File: src/rtl/slp_pkg.sv
package slp_pkg;

   localparam int MODE_W = 3;
   localparam int DOM_N  = 5;   // 0 cpu, 1 flash, 2 io, 3 adc, 4 pll
   localparam int SRC_N  = 4;   // 0 edge ext, 1 level ext, 2 clocked int, 3 always-on

   localparam logic [MODE_W-1:0] MD_IDLE  = 3'b000;
   localparam logic [MODE_W-1:0] MD_ADCQ  = 3'b001;
   localparam logic [MODE_W-1:0] MD_PDOWN = 3'b010;
   localparam logic [MODE_W-1:0] MD_PSAVE = 3'b011;
   localparam logic [MODE_W-1:0] MD_STBY  = 3'b110;

   typedef enum logic [1:0] {
      ST_RUN   = 2'd0,
      ST_SLEEP = 2'd1,
      ST_WAKE  = 2'd2
   } slp_state_e;

   typedef struct packed {
      logic              valid;
      logic [DOM_N-1:0]  dom;
      logic              osc;
      logic [SRC_N-1:0]  wmask;
      logic              slow_start;
      logic              adc_kick;
   } mode_cfg_t;

endpackage

File: src/rtl/slp_ctl_reg.sv
module slp_ctl_reg
   import slp_pkg::*;
(
   input  logic              clk,
   input  logic              rst_n,
   input  logic              we,
   input  logic [MODE_W:0]   wdata,
   output logic              sl_en,
   output logic [MODE_W-1:0] sl_mode
);

   always_ff @(posedge clk or negedge rst_n) begin
      if (!rst_n) begin
         sl_en   <= 1'b0;
         sl_mode <= MD_IDLE;
      end else if (we) begin
         sl_en   <= wdata[0];
         sl_mode <= wdata[MODE_W:1];
      end
   end

endmodule

File: src/rtl/slp_mode_dec.sv
module slp_mode_dec
   import slp_pkg::*;
(
   input  logic [MODE_W-1:0] mode,
   output mode_cfg_t         cfg
);

   // dom bits {pll, adc, io, flash, cpu}; wmask bits {always-on, clocked, level, edge}
   always_comb begin
      cfg = '0;
      case (mode)
         MD_IDLE: begin
            cfg.valid    = 1'b1;
            cfg.dom      = 5'b11100;
            cfg.osc      = 1'b1;
            cfg.wmask    = 4'b1111;
            cfg.adc_kick = 1'b1;
         end
         MD_ADCQ: begin
            cfg.valid    = 1'b1;
            cfg.dom      = 5'b01000;
            cfg.osc      = 1'b1;
            cfg.wmask    = 4'b1110;
            cfg.adc_kick = 1'b1;
         end
         MD_PDOWN, MD_PSAVE: begin
            cfg.valid      = 1'b1;
            cfg.wmask      = 4'b1010;
            cfg.slow_start = 1'b1;
         end
         MD_STBY: begin
            cfg.valid = 1'b1;
            cfg.osc   = 1'b1;
            cfg.wmask = 4'b1010;
         end
         default: cfg = '0;
      endcase
   end

endmodule

File: src/rtl/slp_wake_timer.sv
module slp_wake_timer #(
   parameter int STARTUP_CYC = 16,
   parameter int HALT_EXTRA  = 4
) (
   input  logic clk,
   input  logic rst_n,
   input  logic load,
   input  logic slow,
   input  logic active,
   output logic done
);

   localparam int LONG_D = STARTUP_CYC + HALT_EXTRA;
   localparam int CNT_W  = $clog2(LONG_D + 1);

   logic [CNT_W-1:0] cnt;

   always_ff @(posedge clk or negedge rst_n) begin
      if (!rst_n)
         cnt <= '0;
      else if (load)
         cnt <= slow ? CNT_W'(LONG_D - 1) : CNT_W'(HALT_EXTRA - 1);
      else if (active && cnt != '0)
         cnt <= cnt - CNT_W'(1);
   end

   assign done = (cnt == '0);

   // the count only moves while a wake sequence is in progress
   p_idle_hold_r8: assert property (@(posedge clk) disable iff (!rst_n)
      (!active && !load) |=> $stable(cnt));

endmodule

File: src/rtl/slp_ctrl.sv
module slp_ctrl
   import slp_pkg::*;
#(
   parameter int STARTUP_CYC = 16,
   parameter int HALT_EXTRA  = 4
) (
   input  logic             clk,
   input  logic             rst_n,
   input  logic             ctl_we,
   input  logic [3:0]       ctl_wdata,
   input  logic             sleep_instr,
   input  logic             adc_on,
   input  logic [3:0]       wake_src,
   input  logic             wake_rst,
   output logic [4:0]       dom_en,
   output logic             osc_en,
   output logic             core_halt,
   output logic             rst_vec,
   output logic             adc_start
);

   generate
      if (HALT_EXTRA < 1) begin : g_bad_extra
         $error("HALT_EXTRA must be at least 1");
      end
      if (STARTUP_CYC < 0) begin : g_bad_start
         $error("STARTUP_CYC must not be negative");
      end
   endgenerate

   slp_state_e        st;
   logic              sl_en;
   logic [MODE_W-1:0] sl_mode;
   logic [MODE_W-1:0] held_mode;
   logic [MODE_W-1:0] dec_mode;
   mode_cfg_t         cfg;
   logic              wake_hit;
   logic              tmr_done;

   slp_ctl_reg u_reg (
      .clk     (clk),
      .rst_n   (rst_n),
      .we      (ctl_we),
      .wdata   (ctl_wdata),
      .sl_en   (sl_en),
      .sl_mode (sl_mode)
   );

   // running: decode the programmed code; asleep: decode the latched one
   assign dec_mode = (st == ST_RUN) ? sl_mode : held_mode;

   slp_mode_dec u_dec (
      .mode (dec_mode),
      .cfg  (cfg)
   );

   assign wake_hit = wake_rst || ((wake_src & cfg.wmask) != '0);

   slp_wake_timer #(
      .STARTUP_CYC (STARTUP_CYC),
      .HALT_EXTRA  (HALT_EXTRA)
   ) u_tmr (
      .clk    (clk),
      .rst_n  (rst_n),
      .load   (st == ST_SLEEP && wake_hit),
      .slow   (cfg.slow_start),
      .active (st == ST_WAKE),
      .done   (tmr_done)
   );

   always_ff @(posedge clk or negedge rst_n) begin
      if (!rst_n) begin
         st        <= ST_RUN;
         held_mode <= MD_IDLE;
         rst_vec   <= 1'b0;
         adc_start <= 1'b0;
      end else begin
         adc_start <= 1'b0;
         case (st)
            ST_RUN: begin
               if (sleep_instr && sl_en && cfg.valid) begin
                  st        <= ST_SLEEP;
                  held_mode <= sl_mode;
                  rst_vec   <= 1'b0;
                  adc_start <= adc_on & cfg.adc_kick;
               end
            end
            ST_SLEEP: begin
               if (wake_hit) begin
                  st      <= ST_WAKE;
                  rst_vec <= wake_rst;
               end
            end
            ST_WAKE: begin
               if (tmr_done) st <= ST_RUN;
            end
            default: st <= ST_RUN;
         endcase
      end
   end

   assign core_halt = (st != ST_RUN);
   assign dom_en    = (st == ST_SLEEP) ? cfg.dom : '1;
   assign osc_en    = (st == ST_SLEEP) ? cfg.osc : 1'b1;

   // a sleep instruction without the enable bit leaves the core running
   p_needs_enable_r1: assert property (@(posedge clk) disable iff (!rst_n)
      (st == ST_RUN && sleep_instr && !sl_en) |=> !core_halt);

   // reserved codes never enter sleep
   p_reserved_r2: assert property (@(posedge clk) disable iff (!rst_n)
      (st == ST_RUN && sleep_instr && !cfg.valid) |=> !core_halt);

   // a running core always sees every clock and the oscillator
   p_run_clocks_r11: assert property (@(posedge clk) disable iff (!rst_n)
      !core_halt |-> (dom_en == 5'b11111 && osc_en));

   // a reset wake restores clocks at once while still holding the core
   p_restore_r8: assert property (@(posedge clk) disable iff (!rst_n)
      (st == ST_SLEEP && wake_rst) |=> (dom_en == 5'b11111 && osc_en && core_halt));

   // the reset-vector flag rises only after a reset request
   p_rstvec_src_r9: assert property (@(posedge clk) disable iff (!rst_n)
      $rose(rst_vec) |-> $past(wake_rst));

   // the ADC request is a single-cycle pulse
   p_adc_pulse_r10: assert property (@(posedge clk) disable iff (!rst_n)
      adc_start |=> !adc_start);

endmodule

File: config.mk
export PLATFORM = sky130hd
export DESIGN_NAME = slp_ctrl
export DESIGN_NICKNAME = d
export VERILOG_FILES = /design/src/rtl/slp_pkg.sv /design/src/rtl/slp_ctl_reg.sv /design/src/rtl/slp_mode_dec.sv /design/src/rtl/slp_wake_timer.sv /design/src/rtl/slp_ctrl.sv
export SDC_FILE = /design/constraint.sdc
export NUM_CORES = 1
export LEC_CHECK = 0
export ABC_AREA = 1
export BUFFER_PORTS_ARGS = -buffer_cell sky130_fd_sc_hd__buf_2
export CORE_MARGIN = 8
export CORE_UTILIZATION = 55
export DETAILED_ROUTE_END_ITERATION = 8
export PLACE_DENSITY = 0.83
export SYNTH_ARGS = -nofsm -noshare
export SYNTH_HDL_FRONTEND = slang
export SYNTH_SLANG_ARGS = --single-unit
File: constraint.sdc
create_clock -name clk -period 4.4 [get_ports clk]
set_input_delay 0.88 -clock clk [delete_from_list [all_inputs] [get_ports clk]]
set_output_delay 0.88 -clock clk [all_outputs]
set_load 0.1 [all_outputs]
==> flow_summary.yaml, run 1 <==
worst_setup_path:
  slowest_delay_ns: 0.46
  arrival_ns: 1.85
  critPathMostFrequentCell: "nand2_1"
  critical_path_class: "flip-flop to primary output"
  crit_family: "simple AND/OR/NAND/NOR gates"
  r2r_slack_ns: 2.85
  cp-start-kind: "flip-flop"
  cp_slowest_cell: "dfrtp_1"
  cp_max_fo: 5
  r2r-start: "st[1]"
  critPathLaunch: "st[1]"
  end_kind: "primary output"
  timing.critical_path.buf_inv: 1
  required_ns: 3.52
  crit_chain: "nor2_4 > nand2_2 > nand2_4 > nand2_1 > nand2_1 > o21bai_1 > buf_2"
synth:
  ys_seq_elements: 16
  ys_types: 23
  syn_avg_cell_area_um2: 8.76
  synth_cells: 107
  synth_nets: 123
  yosysWarnings: 0
  syn-cell-area_um2: 937
  ys_seq_area_share_pct: 42.7
finish:
  final_nets: 148
  final_layout_size_suffix_gt1_share_pct: 38.5
  antennaDiodeCount: 0
  syn_to_final_growth_pct: 14.8
timing:
  rsz0062_at_grt: "false"
  worst_pin_slew_ns: 0.487
  finalSetupViolCount: 0
  fin_ws_ns: 1.67
  fin_setup_tns_ns: 0
  slew_violations: 0
  period_minus_slack_ns: 2.73
  maxSlewHeadroom_pct: 67.4
  fin_crit_sh_pct: 62.0
  fin_skew_ns: 0.00208
  max_freq_ghz: 0.367
  finalHoldViolations: 0
detailed_routing:
  dr_total_vias: 723
  drc: 0
  wire_per_inst_um: 11.2
  totalWireLength_mm: 1.65
  postRouteAntennaNets: 0
  drt_first_pass_iters: 4
  drt-vias-per-instance: 4.92
  first_iter_violations: 13
hold_path:
  hold_path_class: "input pin to async pin"
global_route:
  track_usage_pct: 11.1
  grt_pass1_vias: 716
  grt-ovfl-total: 0
  grt_pass1_wl_mm: 2.99
  grt_max_degree: 17
  antenna_found_initial: 0
floorplan:
  initial_core_util_pct: 56.1
  fp.dieH_um: 57.3
  rows: 15
  ios: 23
  die_area_um2: 3280
  core_area_um2: 1670
  die_width_um: 57.3
pwr:
  p_leak_nw: 0.565
  irDropWorstVdd_uv: 349
  p_per_area_nw_per_um2: 824
  power.total_uw: 887
cts:
  post_cts_buffers: 0
  clk_pin_slew_ns: 0.09
  clk_latency_ns: 0.28
  cts_tree: "done"
  cts-hold-fix-buffers: 0
  cts_buffers: 3
  ctsResizeCount: 0
  cts.sinks: 16
  h-tree-depth: 1
  ctsLongestPathBuffers: 2
  clockRootBuffer: "clkbuf_4"
flow_run:
  drv_cap: 0
place:
  dp_hpwl_mm: 1.40
  place_ws_ns: 1.97
  gp_congestion: 0.769
  port_buffers: 22
run_status:
  status: "completed"
## power breakdown
group	internal (mW)	switching, mW	leakage (nW)
Sequential	0.198	0.0391	0.198
Combinational	0.147	0.429	0.354
Clock	0.0317	0.0421	0.0138
Total	0.377	0.510	0.565
## cells in the mapped netlist (all sizes together)
cell type | count | share of area (%)
xor2 | 1 | 0.93
buf | 2 | 1.6
o21bai | 1 | 0.80
nand4 | 1 | 2.3
mux2 | 1 | 1.2
nand3 | 8 | 5.3
xnor2 | 1 | 0.93
ha | 2 | 2.7
nor3b | 1 | 0.80
nand3b | 1 | 0.80
inv | 16 | 6.4
nand2 | 34 | 21
o21ai | 10 | 5.3
dfrtp | 16 | 43
a21oi | 1 | 0.53
nor2 | 11 | 6.3
## through the flow
stage / instances / utilization [%] / cell area, um^2 / hold slack (ns)
floorplan: 107 / - / 937 / 0.453
global placement: 144 / 63.1 / 1050 / 0.468
detailed placement: 144 / 63.1 / 1050 / 0.478
CTS: 147 / 64.4 / 1080 / 0.496
global route: 147 / 64.4 / 1080 / 0.497
finish: 147 / 64.4 / 1080 / 0.492
## routing by layer
metal,vias up,global-route usage [%],wire length [um]
li1,379,-,-
met1,318,13.1,776
met2,22,18.2,724
met3,4,3.14,116
met4,0,5.36,32
met5,-,0,0
## worst paths after layout
check / endpoint / cells after the start
hold reg to reg: held_mode[1] / 2
min in group clk: held_mode[1] / 2
setup / recovery: osc_en / 7
setup reg to reg: u_tmr.cnt[4] / 12
hold / removal: held_mode[0] / 1
max in group asynchronous: rst_vec / 1
## cell families (layout without fill, tap and decap cells)
group	count (synthesis)	after routing	synth area share [%]
AND/OR/NAND/NOR	56	56	36.9
buffers and inverters	18	41	8.01
flip-flops	16	16	42.7
AO/OA/AOI/OAI	12	12	6.67
adder cells (fa/ha/maj)	2	2	2.67
XOR/XNOR	2	2	1.87
multiplexers	1	1	1.20
## cells in the final DEF, fill, tap and decap left out, types with 2 or more instances in the layout
master / netlist / final
ha_1: 2 / 2
nand2_4: 8 / 8
dfrtp_1: 16 / 16
nor2_2: 4 / 4
nand3_1: 6 / 6
nand2_2: 5 / 5
nand2_1: 21 / 21
inv_2: 3 / 3
clkbuf_4: 0 / 3
inv_1: 13 / 13
nand3_2: 2 / 2
o21ai_0: 9 / 9
buf_2: 0 / 22
nor2_1: 6 / 6
## cell type report
class,count,area [um^2]
inverters,16,60.1
multi-input cells,73,462
well taps,17,21.3
flip-flops and latches,16,400
clock buffers,3,22.5
repair buffers,22,110
fillers,143,594
## registers in the layout, indices dropped and copies added (netlist names)
signal         flops
adc_start          1
held_mode          3
rst_vec            1
st                 2
u_reg.sl_en        1
u_reg.sl_mode      3
u_tmr.cnt          5
(Power assumes the default switching activity.)
==> inputs of run 2 (changes only) <==
--- a/config.mk
+++ b/config.mk
@@ -8,9 +8,9 @@
 export ABC_AREA = 1
 export BUFFER_PORTS_ARGS = -buffer_cell sky130_fd_sc_hd__buf_2
 export CORE_MARGIN = 8
-export CORE_UTILIZATION = 55
+export CORE_UTILIZATION = 46
 export DETAILED_ROUTE_END_ITERATION = 8
-export PLACE_DENSITY = 0.83
+export PLACE_DENSITY = 0.74
 export SYNTH_ARGS = -nofsm -noshare
 export SYNTH_HDL_FRONTEND = slang
 export SYNTH_SLANG_ARGS = --single-unit
==> constraint.sdc (replaced) <==
create_clock -name clk -period 2.39 [get_ports clk]
set_input_delay 0.478 -clock clk [delete_from_list [all_inputs] [get_ports clk]]
set_output_delay 0.478 -clock clk [all_outputs]
set_load 0.1 [all_outputs]
==> run 2 against run 1 <==
Effect of this change:
- combinational power increased by 91%
- critical path depth stayed put
- worst hold slack worse by 0.40 ns
- global-route usage increased by 0.36 points
- largest power group unchanged
- final area grew 3.6%
- setup slack got worse by 1.6 ns
- via count grew 1.2%
- register-to-register slack got worse by 2.1 ns
- wire length grew 12%
- final cell count grew 7.5%
- sequential cell count is the same
==> flow_summary.yaml, run 2 (synthesized netlist as in run 1, its figures left out) <==
run_status:
  status: "completed"
timing:
  fin_ws_ns: 0.116
  period_minus_slack_ns: 2.27
  max_freq_ghz: 0.440
  fin_skew_ns: 0.00976
  fin_crit_sh_pct: 95.1
  rsz0062_at_grt: "false"
  maxSlewHeadroom_pct: 67.6
  worst_pin_slew_ns: 0.490
  finalHoldViolations: 0
  slew_violations: 0
  finalSetupViolCount: 0
  fin_setup_tns_ns: 0
  fin_hold_ws_ns: 0.0940
finish:
  final_nets: 149
  final_layout_size_suffix_gt1_share_pct: 41.2
  largest_reg_flops: 5
  fillers: 198
  final_cell_mix: "buf_2 (21), nand2_1 (19), dfrtp_1 (16)"
  top_regs: "u_tmr.cnt (5), held_mode (3), u_reg.sl_mode (3)"
  antennaDiodeCount: 0
  syn_to_final_growth_pct: 19.0
  top_register: "u_tmr.cnt"
  final_common_cell: "buf_2"
  utilization_pct: 57.4
pwr:
  p_per_area_nw_per_um2: 1500
  seqPwrFrac_pct: 26.1
  p_leak_nw: 0.575
  swShare_pct: 57.6
  power_frac_clock_pct: 8.3
  irDropWorstVdd_uv: 1000
  p_sw_uw: 966
  p_int_uw: 710
  combPwrFrac_pct: 65.6
  power.total_mw: 1.68
worst_setup_path:
  cp-start-kind: "flip-flop"
  arrival_ns: 1.80
  crit_chain: "nor2_4 > nand2_2 > nand2_4 > nand2_1 > nand2_2 > o21bai_4 > clkbuf_4"
  slowest_delay_ns: 0.47
  timing.critical_path.buf_inv: 1
  crit_family: "simple AND/OR/NAND/NOR gates"
  cp_max_fo: 5
  critical_path_class: "flip-flop to primary output"
  end_kind: "primary output"
  cp_slowest_cell: "dfrtp_1"
  critPathMostFrequentCell: "nand2_2"
  required_ns: 1.91
cts:
  h-tree-depth: 1
  clk_pin_slew_ns: 0.10
  cts_tree: "done"
  ctsLongestPathBuffers: 2
  cts_buffers: 3
  clk_latency_ns: 0.28
  post_cts_buffers: 0
  clockRootBuffer: "clkbuf_4"
  cts.sinks: 16
floorplan:
  rows: 16
  initial_core_util_pct: 48.3
  fp.dieH_um: 61.1
  die_area_um2: 3740
  die_width_um: 61.1
  core_area_um2: 1940
  ios: 23
global_route:
  grt_max_degree: 17
  grt_pass1_wl_mm: 3.24
  antenna_found_initial: 0
  track_usage_pct: 11.5
  grt_pass1_vias: 798
  grt-ovfl-total: 0
detailed_routing:
  drt_first_pass_iters: 4
  drc: 0
  drt-vias-per-instance: 4.63
  postRouteAntennaNets: 0
  dr_total_vias: 732
  totalWireLength_mm: 1.85
  wire_per_inst_um: 11.7
  first_iter_violations: 9
place:
  place_ws_ns: 0.347
  dp_hpwl_mm: 1.49
  port_buffers: 22
  gp_congestion: 0.741
hold_path:
  hold_path_class: "input pin to async pin"
flow_run:
  drv_cap: 0
==> run 2: path summary, 6_finish.rpt <==
path,from,endpoint,slack (ns),cells after the start
setup reg to reg,st[1],u_tmr.cnt[4],0.80,12
min in group clk,ctl_wdata[1],u_reg.sl_mode[0],0.40,3
hold reg to reg,held_mode[2],held_mode[2],0.49,2
max in group asynchronous,rst_n,held_mode[2],2.02,1
hold / removal,rst_n,u_tmr.cnt[1],0.09,1
setup / recovery,st[1],osc_en,0.12,7
==> run 2: stage by stage <==
stage | area [um^2] | cells
finish | 1110 | 158
CTS | 1110 | 158
detailed placement | 1090 | 155
global placement | 1090 | 155
global route | 1110 | 158
floorplan | 953 | 107
==> run 2: power by group through the flow <==
stage               registers, mW  clock network [mW]  logic (mW)
global route                0.455               0.154        1.20
global placement            0.437                   0        1.09
floorplan                   0.499                   0       0.886
detailed placement          0.443                   0        1.10
finish                      0.438               0.139        1.10
CTS                         0.439               0.144        1.11
==> run 2: metal layers <==
metal	routed length, um	global-route usage (%)	share of wire, %	vias up
met5	0	0	0	-
met2	923	18.5	50	15
li1	-	-	-	382
met4	9	4.98	0.49	0
met1	834	13.7	45	333
met3	84	3.55	4.5	2
==> run 2: area by class of cell <==
type                       count  area, um^2  area share (%)
sequential                    16         400            35.9
clock buffer                   3        22.5            2.02
inverter                      16        60.1            5.39
multi-input combinational     73         478            42.9
tap                           27        33.8            3.03
timing repair buffer          23         120            10.8
==> run 2: what timing repair did <==
action / CTS / global route
setup endpoints to repair: 0 / 1
resized for setup: 0 / 1
hold buffers: 0 / 0
==> run 2: worst reg2reg max path, stage by stage, from the launching register on <==
cell and delay, ns:
dfrtp_1 0.47, nor2_4 0.21, nand2_4 0.07, nand2_4 0.09
inv_2 0.04, nand2_2 0.09, nand3_2 0.11, nand2_2 0.10
nand2_4 0.06, nand2_4 0.09, nand2_4 0.05, nor2_2 0.09
nor2_2 0.03
